==> config.mk <==
export PLATFORM = sky130hd
export DESIGN_NAME = pcsr_port_ctl
export DESIGN_NICKNAME = d
export VERILOG_FILES = /design/src/rtl/pcsr_pkg.sv /design/src/rtl/pcsr_cfg_fields.sv /design/src/rtl/pcsr_sticky_flag.sv /design/src/rtl/pcsr_dbg_req.sv /design/src/rtl/pcsr_recovery.sv /design/src/rtl/pcsr_port_ctl.sv
export SDC_FILE = /design/constraint.sdc
export NUM_CORES = 1
export LEC_CHECK = 0
export ABC_AREA = 0
export BUFFER_PORTS_ARGS = -buffer_cell sky130_fd_sc_hd__buf_2
export CAP_MARGIN = 0
export CORE_ASPECT_RATIO = 0.6
export CORE_MARGIN = 1.5
export CORE_UTILIZATION = 35
export DETAILED_ROUTE_END_ITERATION = 10
export PLACE_DENSITY_LB_ADDON = 0.12
export SLEW_MARGIN = 20
export SYNTH_ARGS = -nofsm -noshare
export SYNTH_HDL_FRONTEND = slang
export SYNTH_SLANG_ARGS = --single-unit
==> constraint.sdc <==
create_clock -name clk -period 1.1 [get_ports clk]
set_clock_uncertainty 0.05 [all_clocks]
set_input_delay 0.11 -clock clk [delete_from_list [all_inputs] [get_ports clk]]
set_output_delay 0.11 -clock clk [all_outputs]
set_load 0.02 [all_outputs]
==> src/rtl/pcsr_pkg.sv <==
package pcsr_pkg;
  localparam int unsigned WORD_W   = 32;
  localparam int unsigned THR_W    = 8;

  localparam int unsigned B_TXFLOW = 30;
  localparam int unsigned B_SWREC  = 29;
  localparam int unsigned B_REINIT = 26;
  localparam int unsigned B_MODE_H = 25;
  localparam int unsigned B_MODE_L = 24;
  localparam int unsigned B_DEBUG  = 23;
  localparam int unsigned B_DBGSND = 22;
  localparam int unsigned B_ILLEN  = 21;
  localparam int unsigned B_ILLERR = 20;
  localparam int unsigned B_THR_L  = 8;
  localparam int unsigned B_IRQEN  = 7;
  localparam int unsigned B_IRQERR = 6;

  localparam logic [1:0] MODE_RST = 2'b01;

  typedef struct packed {
    logic             tx_flow;
    logic             sw_rec;
    logic [1:0]       mode;
    logic             debug;
    logic             ill_en;
    logic [THR_W-1:0] thr;
    logic             irq_en;
  } cfg_t;
endpackage

==> src/rtl/pcsr_cfg_fields.sv <==
module pcsr_cfg_fields
  import pcsr_pkg::*;
(
  input  logic       clk,
  input  logic       rst_n,
  input  logic       wr,
  input  logic [WORD_W-1:0] wdata,
  output cfg_t       cfg
);
  localparam int unsigned THR_H = B_THR_L + THR_W - 1;

  cfg_t cfg_q;
  logic mode_ok;

  // only bit 25 clear marks an accepted code (00 or 01)
  assign mode_ok = ~wdata[B_MODE_H];

  always_ff @(posedge clk) begin
    if (!rst_n) begin
      cfg_q        <= '0;
      cfg_q.mode   <= MODE_RST;
    end else if (wr) begin
      cfg_q.tx_flow <= wdata[B_TXFLOW];
      cfg_q.sw_rec  <= wdata[B_SWREC];
      cfg_q.debug   <= wdata[B_DEBUG];
      cfg_q.ill_en  <= wdata[B_ILLEN];
      cfg_q.thr     <= wdata[THR_H:B_THR_L];
      cfg_q.irq_en  <= wdata[B_IRQEN];
      if (mode_ok) cfg_q.mode <= wdata[B_MODE_H:B_MODE_L];
    end
  end

  assign cfg = cfg_q;

  // a reserved code never reaches the stored field
  a_r4_mode_legal: assert property (@(posedge clk) disable iff (!rst_n)
    !cfg_q.mode[1]);
  // a rejected write keeps the previous mode
  a_r4_mode_kept: assert property (@(posedge clk) disable iff (!rst_n)
    (wr && wdata[B_MODE_H]) |=> $stable(cfg_q.mode));
endmodule

==> src/rtl/pcsr_sticky_flag.sv <==
module pcsr_sticky_flag #(
  parameter int unsigned NSRC = 1
) (
  input  logic            clk,
  input  logic            rst_n,
  input  logic [NSRC-1:0] set_src,
  input  logic            clr,
  output logic            flag
);
  logic flag_q;
  logic any_set;

  assign any_set = |set_src;

  always_ff @(posedge clk) begin
    if (!rst_n)       flag_q <= 1'b0;
    else if (any_set) flag_q <= 1'b1;
    else if (clr)     flag_q <= 1'b0;
  end

  assign flag = flag_q;

  // a flag only drops through a clear
  a_r7_flag_hold: assert property (@(posedge clk) disable iff (!rst_n)
    (flag_q && !clr) |=> flag_q);
  // any set event is captured, even against a clear
  a_r8_set_wins: assert property (@(posedge clk) disable iff (!rst_n)
    any_set |=> flag_q);
endmodule

==> src/rtl/pcsr_dbg_req.sv <==
module pcsr_dbg_req (
  input  logic clk,
  input  logic rst_n,
  input  logic wr_set,
  input  logic dbg_mode,
  input  logic pkt_sent,
  output logic req
);
  logic req_q;

  always_ff @(posedge clk) begin
    if (!rst_n)                      req_q <= 1'b0;
    else if (req_q)                  req_q <= ~pkt_sent;
    else if (wr_set && dbg_mode)     req_q <= 1'b1;
  end

  assign req = req_q;

  // pending request survives any write until the sent report
  a_r6_hold_until_sent: assert property (@(posedge clk) disable iff (!rst_n)
    (req_q && !pkt_sent) |=> req_q);
  // request rises only out of debug mode writes
  a_r5_needs_debug: assert property (@(posedge clk) disable iff (!rst_n)
    $rose(req_q) |-> $past(dbg_mode && wr_set));
  // the sent report retires the request
  a_r5_sent_clears: assert property (@(posedge clk) disable iff (!rst_n)
    (req_q && pkt_sent) |=> !req_q);
endmodule

==> src/rtl/pcsr_recovery.sv <==
module pcsr_recovery (
  input  logic clk,
  input  logic rst_n,
  input  logic wr_reinit,
  input  logic sw_rec,
  input  logic recov_needed,
  input  logic ackid_sw_wr,
  output logic reinit_pulse,
  output logic hw_recov_start,
  output logic tx_wait
);
  logic reinit_q;
  logic wait_q;

  always_ff @(posedge clk) begin
    if (!rst_n) begin
      reinit_q <= 1'b0;
      wait_q   <= 1'b0;
    end else begin
      reinit_q <= wr_reinit;
      if (recov_needed && sw_rec) wait_q <= 1'b1;
      else if (ackid_sw_wr)       wait_q <= 1'b0;
    end
  end

  assign reinit_pulse   = reinit_q;
  assign hw_recov_start = recov_needed & ~sw_rec;
  assign tx_wait        = wait_q;

  // every reinit write yields the pulse, and no pulse without one
  a_r3_reinit_follows: assert property (@(posedge clk) disable iff (!rst_n)
    wr_reinit |=> reinit_q);
  a_r3_reinit_cause: assert property (@(posedge clk) disable iff (!rst_n)
    $rose(reinit_q) |-> $past(wr_reinit));
  // the wait holds until software releases it
  a_r10_wait_hold: assert property (@(posedge clk) disable iff (!rst_n)
    (wait_q && !ackid_sw_wr) |=> wait_q);
  a_r10_wait_entry: assert property (@(posedge clk) disable iff (!rst_n)
    $rose(wait_q) |-> $past(sw_rec && recov_needed));
endmodule

==> src/rtl/pcsr_port_ctl.sv <==
module pcsr_port_ctl
  import pcsr_pkg::*;
(
  input  logic              clk,
  input  logic              rst_n,
  input  logic              reg_wr,
  input  logic [WORD_W-1:0] reg_wdata,
  output logic [WORD_W-1:0] reg_rdata,
  input  logic              dbg_pkt_sent,
  input  logic              ill_tt_rsvd,
  input  logic              ill_maint_rsvd,
  input  logic              ill_destid_miss,
  input  logic              err_det_clr_all,
  input  logic              irq_err_evt,
  input  logic              recov_needed,
  input  logic              ackid_sw_wr,
  output logic              tx_flow_en,
  output logic              sw_recovery,
  output logic [1:0]        xfer_mode,
  output logic              debug_mode,
  output logic              dbg_send_req,
  output logic              ill_rpt_en,
  output logic [THR_W-1:0]  retry_thr,
  output logic              irq_en,
  output logic              reinit_pulse,
  output logic              hw_recov_start,
  output logic              tx_wait,
  output logic              irq
);
  localparam int unsigned NILL = 3;

  cfg_t            cfg;
  logic            ill_flag;
  logic            irq_flag;
  logic [NILL-1:0] ill_src;
  logic            ill_clr;
  logic            irq_clr;

  pcsr_cfg_fields u_cfg (
    .clk   (clk),
    .rst_n (rst_n),
    .wr    (reg_wr),
    .wdata (reg_wdata),
    .cfg   (cfg)
  );

  assign ill_src = {ill_destid_miss, ill_maint_rsvd, ill_tt_rsvd};
  assign ill_clr = (reg_wr & reg_wdata[B_ILLERR]) | err_det_clr_all;
  assign irq_clr = reg_wr & reg_wdata[B_IRQERR];

  pcsr_sticky_flag #(.NSRC(NILL)) u_ill (
    .clk     (clk),
    .rst_n   (rst_n),
    .set_src (ill_src),
    .clr     (ill_clr),
    .flag    (ill_flag)
  );

  pcsr_sticky_flag #(.NSRC(1)) u_irqerr (
    .clk     (clk),
    .rst_n   (rst_n),
    .set_src (irq_err_evt),
    .clr     (irq_clr),
    .flag    (irq_flag)
  );

  pcsr_dbg_req u_dbg (
    .clk      (clk),
    .rst_n    (rst_n),
    .wr_set   (reg_wr & reg_wdata[B_DBGSND]),
    .dbg_mode (cfg.debug),
    .pkt_sent (dbg_pkt_sent),
    .req      (dbg_send_req)
  );

  pcsr_recovery u_rec (
    .clk            (clk),
    .rst_n          (rst_n),
    .wr_reinit      (reg_wr & reg_wdata[B_REINIT]),
    .sw_rec         (cfg.sw_rec),
    .recov_needed   (recov_needed),
    .ackid_sw_wr    (ackid_sw_wr),
    .reinit_pulse   (reinit_pulse),
    .hw_recov_start (hw_recov_start),
    .tx_wait        (tx_wait)
  );

  always_comb begin
    reg_rdata                                 = '0;
    reg_rdata[B_TXFLOW]                       = cfg.tx_flow;
    reg_rdata[B_SWREC]                        = cfg.sw_rec;
    reg_rdata[B_MODE_H:B_MODE_L]              = cfg.mode;
    reg_rdata[B_DEBUG]                        = cfg.debug;
    reg_rdata[B_DBGSND]                       = dbg_send_req;
    reg_rdata[B_ILLEN]                        = cfg.ill_en;
    reg_rdata[B_ILLERR]                       = ill_flag;
    reg_rdata[B_THR_L+THR_W-1:B_THR_L]        = cfg.thr;
    reg_rdata[B_IRQEN]                        = cfg.irq_en;
    reg_rdata[B_IRQERR]                       = irq_flag;
  end

  assign tx_flow_en  = cfg.tx_flow;
  assign sw_recovery = cfg.sw_rec;
  assign xfer_mode   = cfg.mode;
  assign debug_mode  = cfg.debug;
  assign ill_rpt_en  = cfg.ill_en;
  assign retry_thr   = cfg.thr;
  assign irq_en      = cfg.irq_en;
  assign irq         = (ill_flag & cfg.ill_en) | (irq_flag & cfg.irq_en);

  // no interrupt without an enabled flag
  a_r9_irq_gated: assert property (@(posedge clk) disable iff (!rst_n)
    irq |-> ((ill_rpt_en && reg_rdata[B_ILLERR]) || (irq_en && reg_rdata[B_IRQERR])));
  // the write-only bit never reads back
  a_r3_reinit_reads_zero: assert property (@(posedge clk) disable iff (!rst_n)
    !reg_rdata[B_REINIT]);
endmodule

---- Word-level counts from Yosys, hierarchy flattened ----
Cells that the tools add are included.
W data, S select, Z words.
word-level totals
  register bits ........................... 19
  logic and storage cells ................. 39
operators by class
  muxes and demuxes ....................... 8
  bitwise gates (word level) .............. 12
  reductions and logical operators ........ 7
operators by type and width
  cell                 number
  $mux W1              8
  $and A1 B1 Y1        7
  $reduce_bool A2 Y1   3
  $not A1 Y1           3
  $reduce_or A3 Y1     1
  $logic_and A1 B1 Y1  2
  $or A1 B1 Y1         2
  $reduce_and A2 Y1    1

---- Longest topological paths before layout ----
Gate-level depths: netlist of the first run.
  word-level depth ........................ 4
  mapped depth ............................ 5

---- By module ----
Synthesis of the first run repeated with hierarchy kept, for this count alone.
unflattened totals
  cells, all modules ...................... 104
  area, all modules ....................... 1047.3 sq um
modules (own cells, without submodules)
  module                       instances  cells each  sequential area each (sq um)  area an instance (sq um)
  pcsr_cfg_fields              1          49          280.3                         575.6
  pcsr_port_ctl                1          38          0.0                           279.0
  pcsr_recovery                1          7           40.0                          73.8
  pcsr_sticky_flag (u_irqerr)  1          3           20.0                          41.3
  pcsr_dbg_req                 1          4           20.0                          40.0
  pcsr_sticky_flag (u_ill)     1          3           20.0                          37.5

---- Worst setup path before layout of the first run ----
Ideal clock, no wire load.
  path type ............................... register to output
  start ................................... register u_cfg.cfg_q, in the netlist u_cfg.cfg[9]
  end ..................................... output port irq
  cell stages (with the launch flop) ...... 2
  data required time ...................... 0.940 ns
  buffers on the path ..................... 0
  arrival time ............................ 0.742 ns
  slack ................................... 0.198 ns
  cells stage by stage .................... dfxtp_1 a22o_1
on the way
  word-level cells in the longest chain between the ends .. 2
RTL lines
  element             line                   text
  start: declaration  pcsr_cfg_fields.sv:12  cfg_t cfg_q;
  $and A1 B1 Y1       pcsr_port_ctl.sv:109   assign irq = (ill_flag & cfg.ill_en) | (irq_flag & cfg.irq_en);
  $or A1 B1 Y1        pcsr_port_ctl.sv:109
  end: declaration    pcsr_port_ctl.sv:28    output logic irq
No other way between the ends.

---- Final worst setup path of the first run ----
Ends and elaborated chain as after synthesis.

==> key figures, run 1 <==
Critical path
  – CP Cell Sequence: a22o_1, buf_6
  – End of the critical path: irq
  – CP Launch Point: u_cfg.cfg[9]$_SDFFE_PN0P_
  – Crit path max-delay family: flip-flops
  – Crit path DAT: 0.94 ns
  – R2R Setup Slk: 0.21 ns
  – Cells on worst reg2reg path: 3
  – Buffer and inverter count on the worst path: 1
  – CP peak stage delay: 0.32 ns
  – Worst setup path class: reg2out
  – Levels on crit path: 2
  – Startpoint types: register
  – CP max-delay cell: dfxtp_2
  – Worst Path Required: 0.94 ns
  – CP Capture Type: output pin
  – Reg2reg end: u_ill.flag$_SDFFE_PN0P_
  – FF-to-FF Start: u_ill.flag$_SDFFE_PN0P_
  – Max FO, Critical Path: 2

Route
  – Vias per cell: 4.02
  – Drt drc: 0
  – Vias: 736
  – Starting DRC count in detailed routing: 9
  – Drt pass-1 iters: 3
  – Routed wire length: 1790 µm
  – ANT nets after route: 0
  – WL per Instance: 9.80 µm

Clocking
  – CTS Buf Count: 3
  – Clk buf depth: 2
  – Clock Latency Late Sink: 0.25 ns
  – H-tree levels: 1
  – CTS clk-pin slew, worst paths: 0.07 ns
  – CTS hold repair buffers: 0
  – CTS root buffer: clkbuf_8
  – CTS tree: built
  – TritonCTS Sinks: 19

Place
  – Placed cell count: 178
  – GP Congestion: 0.666
  – Buffers added on ports: 65
  – Post-detail-place hpwl: 1380 µm

Finish
  – # nets final: 195
  – Most frequent cells in the layout: buf_2 (64), dfxtp_1 (17), nor2b_1 (16), conb_1 (16), mux2i_1 (15)
  – Area of the multi-input gates: between 300 and 400 µm²
  – Syn-to-layout area delta: 21.5%
  – Share of cells above drive strength 1: 49.0%
  – ANT cells: 0
  – Sequential Area: ~380 µm²
  – Fin cells: 183
  – Most common cell after layout, fill and taps aside: buf_2
  – Fillers: between 200 and 300

GRT
  – First-pass GRT wire length: 2730 µm
  – GRT Util Overall: 11.3%
  – Pin count of the biggest net entering global routing: 20
  – Initial antenna violation count: 0
  – Vias in the first global route: 599
  – Overflow after GRT: 0

Yosys
  – Synth Area in XOR/XNOR: 0%
  – YS warnings: 0
  – Synth top area share: 38.0%
  – Post-synth cell types: 19
  – Area leader, netlist: dfxtp_1
  – Mapped Area: ~1000 µm²
  – Mux cell area share after synthesis: 15.0%
  – Synth top area cells: dfxtp_1 (38%), buf_4 (25%), mux2i_1 (15%)
  – FF+latch count, synth: 19
  – Adder-cell area share of the yosys netlist: 0%
  – Post-synthesis compound-gate area fraction: 4.00%
  – Post-Synth Simple-Gate Area: between 10% and 20%
  – Largest family of logic cells by synthesized area: buffers and inverters
  – Avg Cell Area, Syn: roughly 10 µm²
  – Sequential share of the synthesized area: 38.0%
  – Cells after Synth: 100

Floorplanning
  – Row count: 14
  – Chip Width: 72.0 µm
  – Core box area: 2610 µm²
  – Die area: between 3000 and 4000 µm²
  – Number of I/O pins: 95
  – Starting Density: 38.4%
  – Chip height: ~44 µm

Worst hold path
  – Worst min path class: in2reg
  – Hold path start: reg_wdata[24]

Pwr
  – Peak supply drop: 510 µV
  – Tot Pwr: 1.59 mW
  – Pwr per Cell Area: 1300 nW/µm²
  – LEAKAGE: 0.680 nW

Timing
  – Setup-failing EPs final: 0
  – Setup TNS: 0 ns
  – Final hold vios: 0
  – Peak Freq: 0.911 GHz
  – Fin crit share: between 90% and 100%
  – Fin. max-slew vios: 0
  – RSZ-0062 raised after global routing: yes
  – Final period demand of the worst path: approximately 1.1 ns

Job
  – Max-cap violations: 0

Outcome
  – Run status: finished clean
==> worst min-delay path, stage by stage <==
cell and delay (ns):
buf_2 0.08, mux2i_1 0.06, nand2_1 0.06
==> routing by layer <==
layer | wire length [µm] | track usage (%)
met4 | 0 | 3.40
met3 | 173 | 5.47
met2 | 748 | 16.9
met5 | 0 | 0
met1 | 873 | 14.7
==> layout make-up <==
type / instances / area share (%)
repair buffers: 68 / 29.1
flip-flops and latches: 19 / 31.5
well taps: 32 / 3.29
clock buffers: 4 / 3.70
inverters: 1 / 0.309
multi-input cells: 59 / 32.1
==> flip-flops by register name, indices dropped and copies added (netlist names) <==
name / flops
u_cfg.cfg: 14
u_irqerr.flag: 1
u_ill.flag: 1
u_rec.reinit_pulse: 1
u_dbg.req: 1
u_rec.tx_wait: 1
==> worst min-delay path by stage <==
| stage | endpoint | slack [ns] | depth (start not counted) |
|---|---|---|---|
| 6_report | u_cfg.cfg[11]$_SDFFE_PN1P_ | 0.03 | 3 |
| 5_1_grt | u_cfg.cfg[11]$_SDFFE_PN1P_ | 0.03 | 3 |
| 4_1_cts | u_cfg.cfg[11]$_SDFFE_PN1P_ | 0.02 | 3 |
| 3_5_place_dp | u_cfg.cfg[11]$_SDFFE_PN1P_ | 0.29 | 3 |
| 3_3_place_gp | u_cfg.cfg[11]$_SDFFE_PN1P_ | 0.28 | 3 |
| 2_1_floorplan | u_irqerr.flag$_SDFFE_PN0P_ | 0.19 | 1 |
==> cell families after synthesis <==
kind of cell / count (synthesis)
mux: 15
simple gates: 23
flops: 19
buf+inv: 37
other cells: 1
compound gates: 5
==> Yosys cell counts <==
library cell,count
nor2b_1,16
clkbuf_1,1
inv_1,1
mux2i_1,15
a21boi_0,1
buf_4,33
nand2b_1,1
a22o_1,1
buf_12,1
conb_1,1
nand2_1,3
a211oi_1,1
dfxtp_1,19
and3_1,1
o41a_1,1
and2_1,1
a21oi_1,1
buf_6,1
nand3_2,1
==> timing repair <==
item / 4_1_cts / 5_1_grt
endpoints found under the setup margin: 1 / 1
setup buffers: 1 / 0
gates resized for setup: 3 / 1
pin swaps: 0 / 0
==> metrics by stage <==
step	util [%]	hold WS [ns]	cell area (µm²)	setup slack, ns
3_5_place_dp	44.2	0.288	1150	0.122
6_report	46.6	0.0327	1220	0.00195
5_1_grt	46.6	0.0267	1220	-0.0390
4_1_cts	46.5	0.0196	1210	-0.000735
2_1_floorplan	-	0.188	1060	0.198
3_3_place_gp	44.2	0.276	1150	0.137
==> report_power, final <==
part	switching [mW]	internal, mW
Clock	0.208	0.257
Sequential	0.0270	0.728
Combinational	0.225	0.142
Power figures use the tool's default switching activity.
==> run 2, diff against run 1 <==
--- a/config.mk
+++ b/config.mk
@@ -5,14 +5,14 @@
 export SDC_FILE = /design/constraint.sdc
 export NUM_CORES = 1
 export LEC_CHECK = 0
-export ABC_AREA = 0
+export ABC_AREA = 1
 export BUFFER_PORTS_ARGS = -buffer_cell sky130_fd_sc_hd__buf_2
 export CAP_MARGIN = 0
 export CORE_ASPECT_RATIO = 0.6
-export CORE_MARGIN = 1.5
 export CORE_UTILIZATION = 35
 export DETAILED_ROUTE_END_ITERATION = 10
 export PLACE_DENSITY_LB_ADDON = 0.12
+export RECOVER_POWER = 25
 export SLEW_MARGIN = 20
 export SYNTH_ARGS = -nofsm -noshare
 export SYNTH_HDL_FRONTEND = slang
==> run 2 against run 1 <==
  * Non-clock buffer count is 1 lower
  * Fmax is 0.12% lower
  * Clock-buffer cell count is 1 lower
  * Routed wire length is 9.2% higher
  * Die area is 1.3% lower
  * Largest cell class is now flip-flops and latches
==> key figures, run 2 <==
Timing
  – Peak Freq: 0.910 GHz (-0.12%)
  – RSZ-0062 raised after global routing: yes
  – Final period demand of the worst path: 1.10 ns (+0.00137 ns)
  – Fin crit share: 99.9% (+0.12 points)
  – Final hold vios: 0 (unchanged)
  – Worst Max-Slew Pin Slew: just over 0.6 ns
  – Setup-failing EPs final: 0 (unchanged)
  – Min Hold Slack: 0.0152 ns (-0.0175 ns)
  – Slew Limit Headroom: around three fifths
  – Fin. max-slew vios: 0 (unchanged)

Critical path
  – Worst setup path class: reg2out
  – CP Capture Type: output pin
  – Max FO, Critical Path: 2 (unchanged)
  – Crit path DAT: 0.94 ns (about the same)
  – Worst Path Required: 0.94 ns (about the same)
  – Startpoint types: register

Route
  – WL per Instance: 9.07 µm (-7.5%)
  – ANT nets after route: 0 (unchanged)
  – Vias per cell: 3.96 (-1.6%)
  – Routed wire length: 1960 µm (+9.2%)
  – Drt pass-1 iters: 4 (+1)
  – Starting DRC count in detailed routing: 18 (+9)
  – Vias: 855 (+16%)
  – Drt drc: 0 (unchanged)

Finish
  – Max reg flops: 14 (unchanged)
  – Fin area: 1210 µm² (-0.41%)
  – ANT cells: 0 (unchanged)
  – Area of the multi-input gates: 353 µm² (-9.6%)
  – Most common cell after layout, fill and taps aside: buf_2
  – Sequential Area: 383 µm² (unchanged)
  – Share of cells above drive strength 1: 46.6% (-2.4 points)
  – Fillers: 281 (+0.36%)
  – Syn-to-layout area delta: 18.0%
  – # nets final: 220 (+13%)
  – Util after Layout: 45.8% (-0.81 points)
  – Most frequent cells in the layout: buf_2 (62), nor2_1 (23), dfxtp_1 (17)

Outcome
  – Run status: finished clean

Job
  – Max-cap violations: 0 (unchanged)

GRT
  – Pin count of the biggest net entering global routing: 17 (-15%)
  – Vias in the first global route: 668 (+12%)
  – First-pass GRT wire length: 2960 µm (+8.6%)
  – Overflow after GRT: 0 (unchanged)
  – GRT Util Overall: 12.3% (+1.0 points)
  – Initial antenna violation count: 0 (unchanged)

Clocking
  – TritonCTS Sinks: 19 (unchanged)
  – CTS root buffer: clkbuf_8
  – CTS clk-pin slew, worst paths: 0.07 ns (about the same)
  – CTS tree: built
  – H-tree levels: 1 (unchanged)
  – CTS Buf Count: 3 (unchanged)
  – Clock Latency Late Sink: 0.25 ns (about the same)
  – Clk buf depth: 2 (unchanged)

Floorplanning
  – Number of I/O pins: 95 (unchanged)
  – Die area: 3160 µm² (-1.3%)
  – Row count: 14 (unchanged)
  – Core box area: 2650 µm² (+1.3%)
  – Chip height: 43.9 µm (-1.1%)
  – Chip Width: 71.9 µm (-0.20%)
  – Starting Density: 38.8% (+0.44 points)

Pwr
  – Pwr per Cell Area: 1360 nW/µm² (+4.2%)
  – LEAKAGE: 0.677 nW (-0.49%)
  – Peak supply drop: 602 µV (+18%)
  – Psw: 0.526 mW (+14%)
  – Net Sw Frac: 31.9% (+3.0 points)
  – Clock network fraction of total power: 29.0% (-0.3 points)
  – Cell-internal power: 1.12 mW (-0.50%)
  – Combinational share of power: 24.6% (+1.5 points)
  – Reg power frac: 46.5% (-1.1 points)

Yosys
  – Cells after Synth: 127 (+27%)
  – Post-synth EDFFs: 0 (unchanged)
  – Prevailing post-synth register cell: dfxtp_1
  – Synth top area cells: dfxtp_1 (37%), buf_4 (25%), nor2_1 (7.7%)
  – Sequential share of the synthesized area: 37.1% (-0.93 points)
  – YS warnings: 0 (unchanged)
  – Area leader, netlist: dfxtp_1
  – Ys async rst share: 0% (unchanged)
  – FF+latch count, synth: 19 (unchanged)
  – Commonest cells in the netlist: buf_4 (34), nor2_1 (21), dfxtp_1 (19)
  – Top-count cell post-synth: buf_4
  – Mapped Area: 1030 µm² (+2.5%)
  – Post-synth cell types: 17 (-2)
  – Avg Cell Area, Syn: 8.08 µm² (-19%)
  – Synth top area share: 37.1% (-0.93 points)

Worst hold path
  – Worst min path class: in2reg

Place
  – Placement Cell Area: 1160 µm² (+0.32%)
  – Post-detail-place hpwl: 1490 µm (+7.7%)
  – GP Congestion: 0.608 (-8.6%)
  – Buffers added on ports: 65 (unchanged)
run 2: power groups by stage:
stage / Clock [mW] / Combinational (mW) / Sequential, mW
after floorplan: 0 / 0.320 / 0.828
after global placement: 0 / 0.401 / 0.779
after detailed placement: 0 / 0.404 / 0.781
after CTS: 0.508 / 0.413 / 0.766
after global routing: 0.537 / 0.439 / 0.774
final: 0.477 / 0.404 / 0.765
run 2: cell type report:
cell class	count	area share (%)
clock buffers	3	3.41
inverters	8	3.10
flip-flops and latches	19	31.6
multi-input cells	78	29.1
repair buffers	67	28.2
well taps	40	4.13
clock inverters	1	0.413
run 2: per-layer routing:
layer / wire length, µm / global-route usage (%) / part of all wire, %
met4: 9 / 3.53 / 0.46
met5: 0 / 0 / 0
met2: 833 / 17.9 / 43
met1: 947 / 17.2 / 48
met3: 168 / 4.42 / 8.6
run 2: metrics by stage:
step	setup slack [ns]	total power, mW	setup TNS (ns)	std cells
2_1_floorplan	0.196	1.15	0	142
3_3_place_gp	0.212	1.18	0	211
3_5_place_dp	0.194	1.18	0	211
4_1_cts	-0.0112	1.69	-0.0112	216
5_1_grt	-0.0435	1.75	-0.0435	216
6_report	0.000576	1.65	0	216
run 2: worst max-delay path, stage by stage (launching register included):
cell	delay [ns]
dfxtp_2	0.33
a22o_1	0.23
buf_6	0.13
run 2: logic make-up after synthesis:
kind of cell           synth area share (%)
AO/OA/AOI/OAI                          10.0
buffers and inverters                  33.5
AND/OR/NAND/NOR                        19.0
flip-flops                             37.1
other                                 0.366
run 2: timing repair:
action / in CTS / in global routing
endpoints found under the hold margin: 0 / 0
endpoints found under the setup margin: 1 / 1
setup buffers: 1 / 0
pin swaps: 0 / 0
hold buffers: 0 / 0
resized for setup: 4 / 0
run 2: final timing paths:
check                        startpoint                          to  slack, ns  cells past startpoint
max           u_cfg.cfg[0]$_SDFFE_PN0P_                         irq     0.0006                      2
max reg2reg   u_cfg.cfg[0]$_SDFFE_PN0P_   u_cfg.cfg[0]$_SDFFE_PN0P_       0.34                      3
min reg2reg  u_rec.tx_wait$_SDFFE_PN0P_  u_rec.tx_wait$_SDFFE_PN0P_       0.41                      2
min                         irq_err_evt  u_irqerr.flag$_SDFFE_PN0P_       0.02                      3
==> run 3, diff against run 2 <==
--- a/config.mk
+++ b/config.mk
@@ -5,7 +5,6 @@
 export SDC_FILE = /design/constraint.sdc
 export NUM_CORES = 1
 export LEC_CHECK = 0
-export ABC_AREA = 1
 export BUFFER_PORTS_ARGS = -buffer_cell sky130_fd_sc_hd__buf_2
 export CAP_MARGIN = 0
 export CORE_ASPECT_RATIO = 0.6
==> run 3 against run 2 <==
  * The run now ends with DRC, setup timing left
  * Non-clock buffer count rose by 1
  * Power fell by 2.8%
  * Design area rose by 0.10%
  * Combinational power down 8.7%
  * Cell count decreased by 15%
  * Largest power group unchanged
  * Clock power is essentially flat
  * First-iteration DRC count is 33% higher
  * Hold slack improved by 0.018 ns
  * Setup slack lost 0.017 ns
  * Via count shrank 11%
  * Critical endpoint unchanged
  * Global-route usage rose by 0.51 points
  * Register-to-register slack worse by 0.25 ns
==> key figures, run 3 (synthesis results as in run 1) <==
Place
  – Post-detail-place hpwl: 1400 µm (-5.6%)
  – Buffers added on ports: 65 (unchanged)
  – GP Congestion: 0.657 (+8.0%)
  – Dpl ws: 0.208 ns (+0.0148 ns)

Timing
  – Fin crit share: 102% (+1.6 points)
  – RSZ-0062 raised after global routing: yes
  – Final period demand of the worst path: 1.12 ns (+0.0171 ns)
  – Final hold vios: 0 (unchanged)
  – Setup-failing EPs final: 1 (+1)
  – Peak Freq: 0.896 GHz (-1.5%)
  – Fin. max-slew vios: 0 (unchanged)
  – Final setup margin: -0.0165 ns (-0.0171 ns)

GRT
  – First-pass GRT wire length: 2980 µm (+0.68%)
  – Pin count of the biggest net entering global routing: 20 (+3)
  – GRT Util Overall: 12.8% (+0.51 points)
  – Overflow after GRT: 0 (unchanged)
  – Global Route met3 Usage: 5.81% (+1.4 points)
  – Busiest grt layer: met2
  – Vias in the first global route: 643 (-3.7%)
  – Met1 Use GR: 15.6% (-1.6 points)
  – Met2 Use GR: 21.0% (+3.0 points)
  – Initial antenna violation count: 0 (unchanged)

Route
  – Routed wire length: 1880 µm (-4.2%)
  – ANT nets after route: 0 (unchanged)
  – Drt drc: 4 (+4)
  – Vias per cell: 4.17 (+5.5%)
  – Starting DRC count in detailed routing: 24 (+6)
  – Drt pass-1 iters: 10 (+6)
  – WL per Instance: 10.3 µm (+13%)
  – Vias: 764 (-11%)

Outcome
  – Failing checks: DRC, setup timing
  – Run status: complete, but fails checks

Floorplanning
  – Row count: 14 (unchanged)
  – Chip height: 43.4 µm (-1.2%)
  – Number of I/O pins: 95 (unchanged)
  – Die area: 3080 µm² (-2.3%)
  – Chip Width: 71.0 µm (-1.2%)
  – Starting Density: 38.4% (-0.44 points)
  – Core box area: 2610 µm² (-1.3%)

Finish
  – Most frequent cells in the layout: buf_2 (63), dfxtp_1 (17), nor2b_1 (16), conb_1 (16), mux2i_1 (15)
  – Max reg flops: 14 (unchanged)
  – Most common cell after layout, fill and taps aside: buf_2
  – Share of cells above drive strength 1: 48.3% (+1.8 points)
  – Syn-to-layout area delta: 21.1%
  – # nets final: 195 (-11%)
  – Fillers: 266 (-5.3%)
  – ANT cells: 0 (unchanged)
  – Util after Layout: 46.5% (+0.66 points)

Clocking
  – CTS hold repair buffers: 0 (unchanged)
  – TritonCTS Sinks: 19 (unchanged)
  – CTS tree: built
  – Clock Latency Late Sink: 0.25 ns (about the same)
  – CTS Buf Count: 3 (unchanged)
  – H-tree levels: 1 (unchanged)
  – Clk buf depth: 2 (unchanged)
  – CTS root buffer: clkbuf_8
  – CTS clk-pin slew, worst paths: 0.07 ns (about the same)

Critical path
  – Worst setup path class: reg2out
  – Worst Path Required: 0.94 ns (about the same)
  – Crit path DAT: 0.96 ns (+0.02 ns)
  – Max FO, Critical Path: 2 (unchanged)
  – CP Capture Type: output pin
  – Startpoint types: register

Pwr
  – Peak supply drop: 597 µV (-0.86%)
  – Pwr per Cell Area: 1320 nW/µm² (-2.9%)
  – LEAKAGE: 0.677 nW (about the same)

Worst hold path
  – Worst min path class: in2reg

Job
  – Max-cap violations: 0 (unchanged)
[run 3: changes by cell type in the layout (fill, tap and decap cells not counted), moves of 2 or more]
| cell | previous run | this run |
|---|---|---|
| nor2b_1 | 0 | 16 |
| inv_1 | 7 | 1 |
| nor2_1 | 23 | 0 |
| mux2i_1 | 0 | 15 |
| o21ai_0 | 9 | 0 |
| o21ai_1 | 5 | 0 |
| nor2_2 | 8 | 0 |
| a21oi_1 | 3 | 1 |
| nand2_1 | 9 | 3 |
| nand3_1 | 2 | 0 |
[run 3: routing by layer]
metal / up-vias / wire length [µm]
met1: 345 / 853
met2: 45 / 857
met5: - / 0
li1: 374 / -
met3: 0 / 165
met4: 0 / 0
[run 3: through the flow]
| stage | hold slack [ns] | cells | power (mW) | instance area [µm²] | TNS, ns |
|---|---|---|---|---|---|
| after CTS | 0.0231 | 183 | 1.64 | 1230 | -0.00816 |
| after global placement | 0.276 | 177 | 1.13 | 1160 | 0 |
| after floorplan | 0.188 | 115 | 1.09 | 1060 | 0 |
| after detailed placement | 0.294 | 177 | 1.14 | 1160 | 0 |
| final | 0.0335 | 183 | 1.60 | 1210 | -0.0165 |
| after global routing | 0.0333 | 183 | 1.69 | 1210 | -0.0546 |
[run 3: cell type report]
cell class                      instances  area, µm²  share of cell area [%]
Timing Repair Buffer                   68        350                    28.9
Clock buffer                            4       45.0                    3.72
Inverter                                1       3.75                   0.310
Multi-Input combinational cell         59        390                    32.2
Tap cell                               32       40.0                    3.30
Sequential cell                        19        383                    31.6
[run 3: worst max-delay path, stage by stage, from the launching register on]
cell and delay [ns]:
dfxtp_2 0.32, a22o_1 0.24, buf_6 0.14
[run 3: final timing paths]
path | from | endpoint | slack (ns) | cells after the start
setup / recovery | u_cfg.cfg[9]$_SDFFE_PN0P_ | irq | -0.02 | 2
hold / removal | reg_wdata[24] | u_cfg.cfg[11]$_SDFFE_PN1P_ | 0.03 | 3
setup reg to reg | u_ill.flag$_SDFFE_PN0P_ | u_ill.flag$_SDFFE_PN0P_ | 0.09 | 4
hold reg to reg | u_rec.tx_wait$_SDFFE_PN0P_ | u_rec.tx_wait$_SDFFE_PN0P_ | 0.43 | 2
[run 3: power by group]
part | internal (mW) | total [mW] | switching (mW)
logic | 0.141 | 0.369 | 0.228
clock network | 0.257 | 0.478 | 0.221
registers | 0.728 | 0.753 | 0.0253
[run 3: what timing repair did]
action	in CTS	in global routing
gates resized for setup	4	0
setup endpoints to repair	1	1
buffers inserted	2	0
pin swaps	1	1
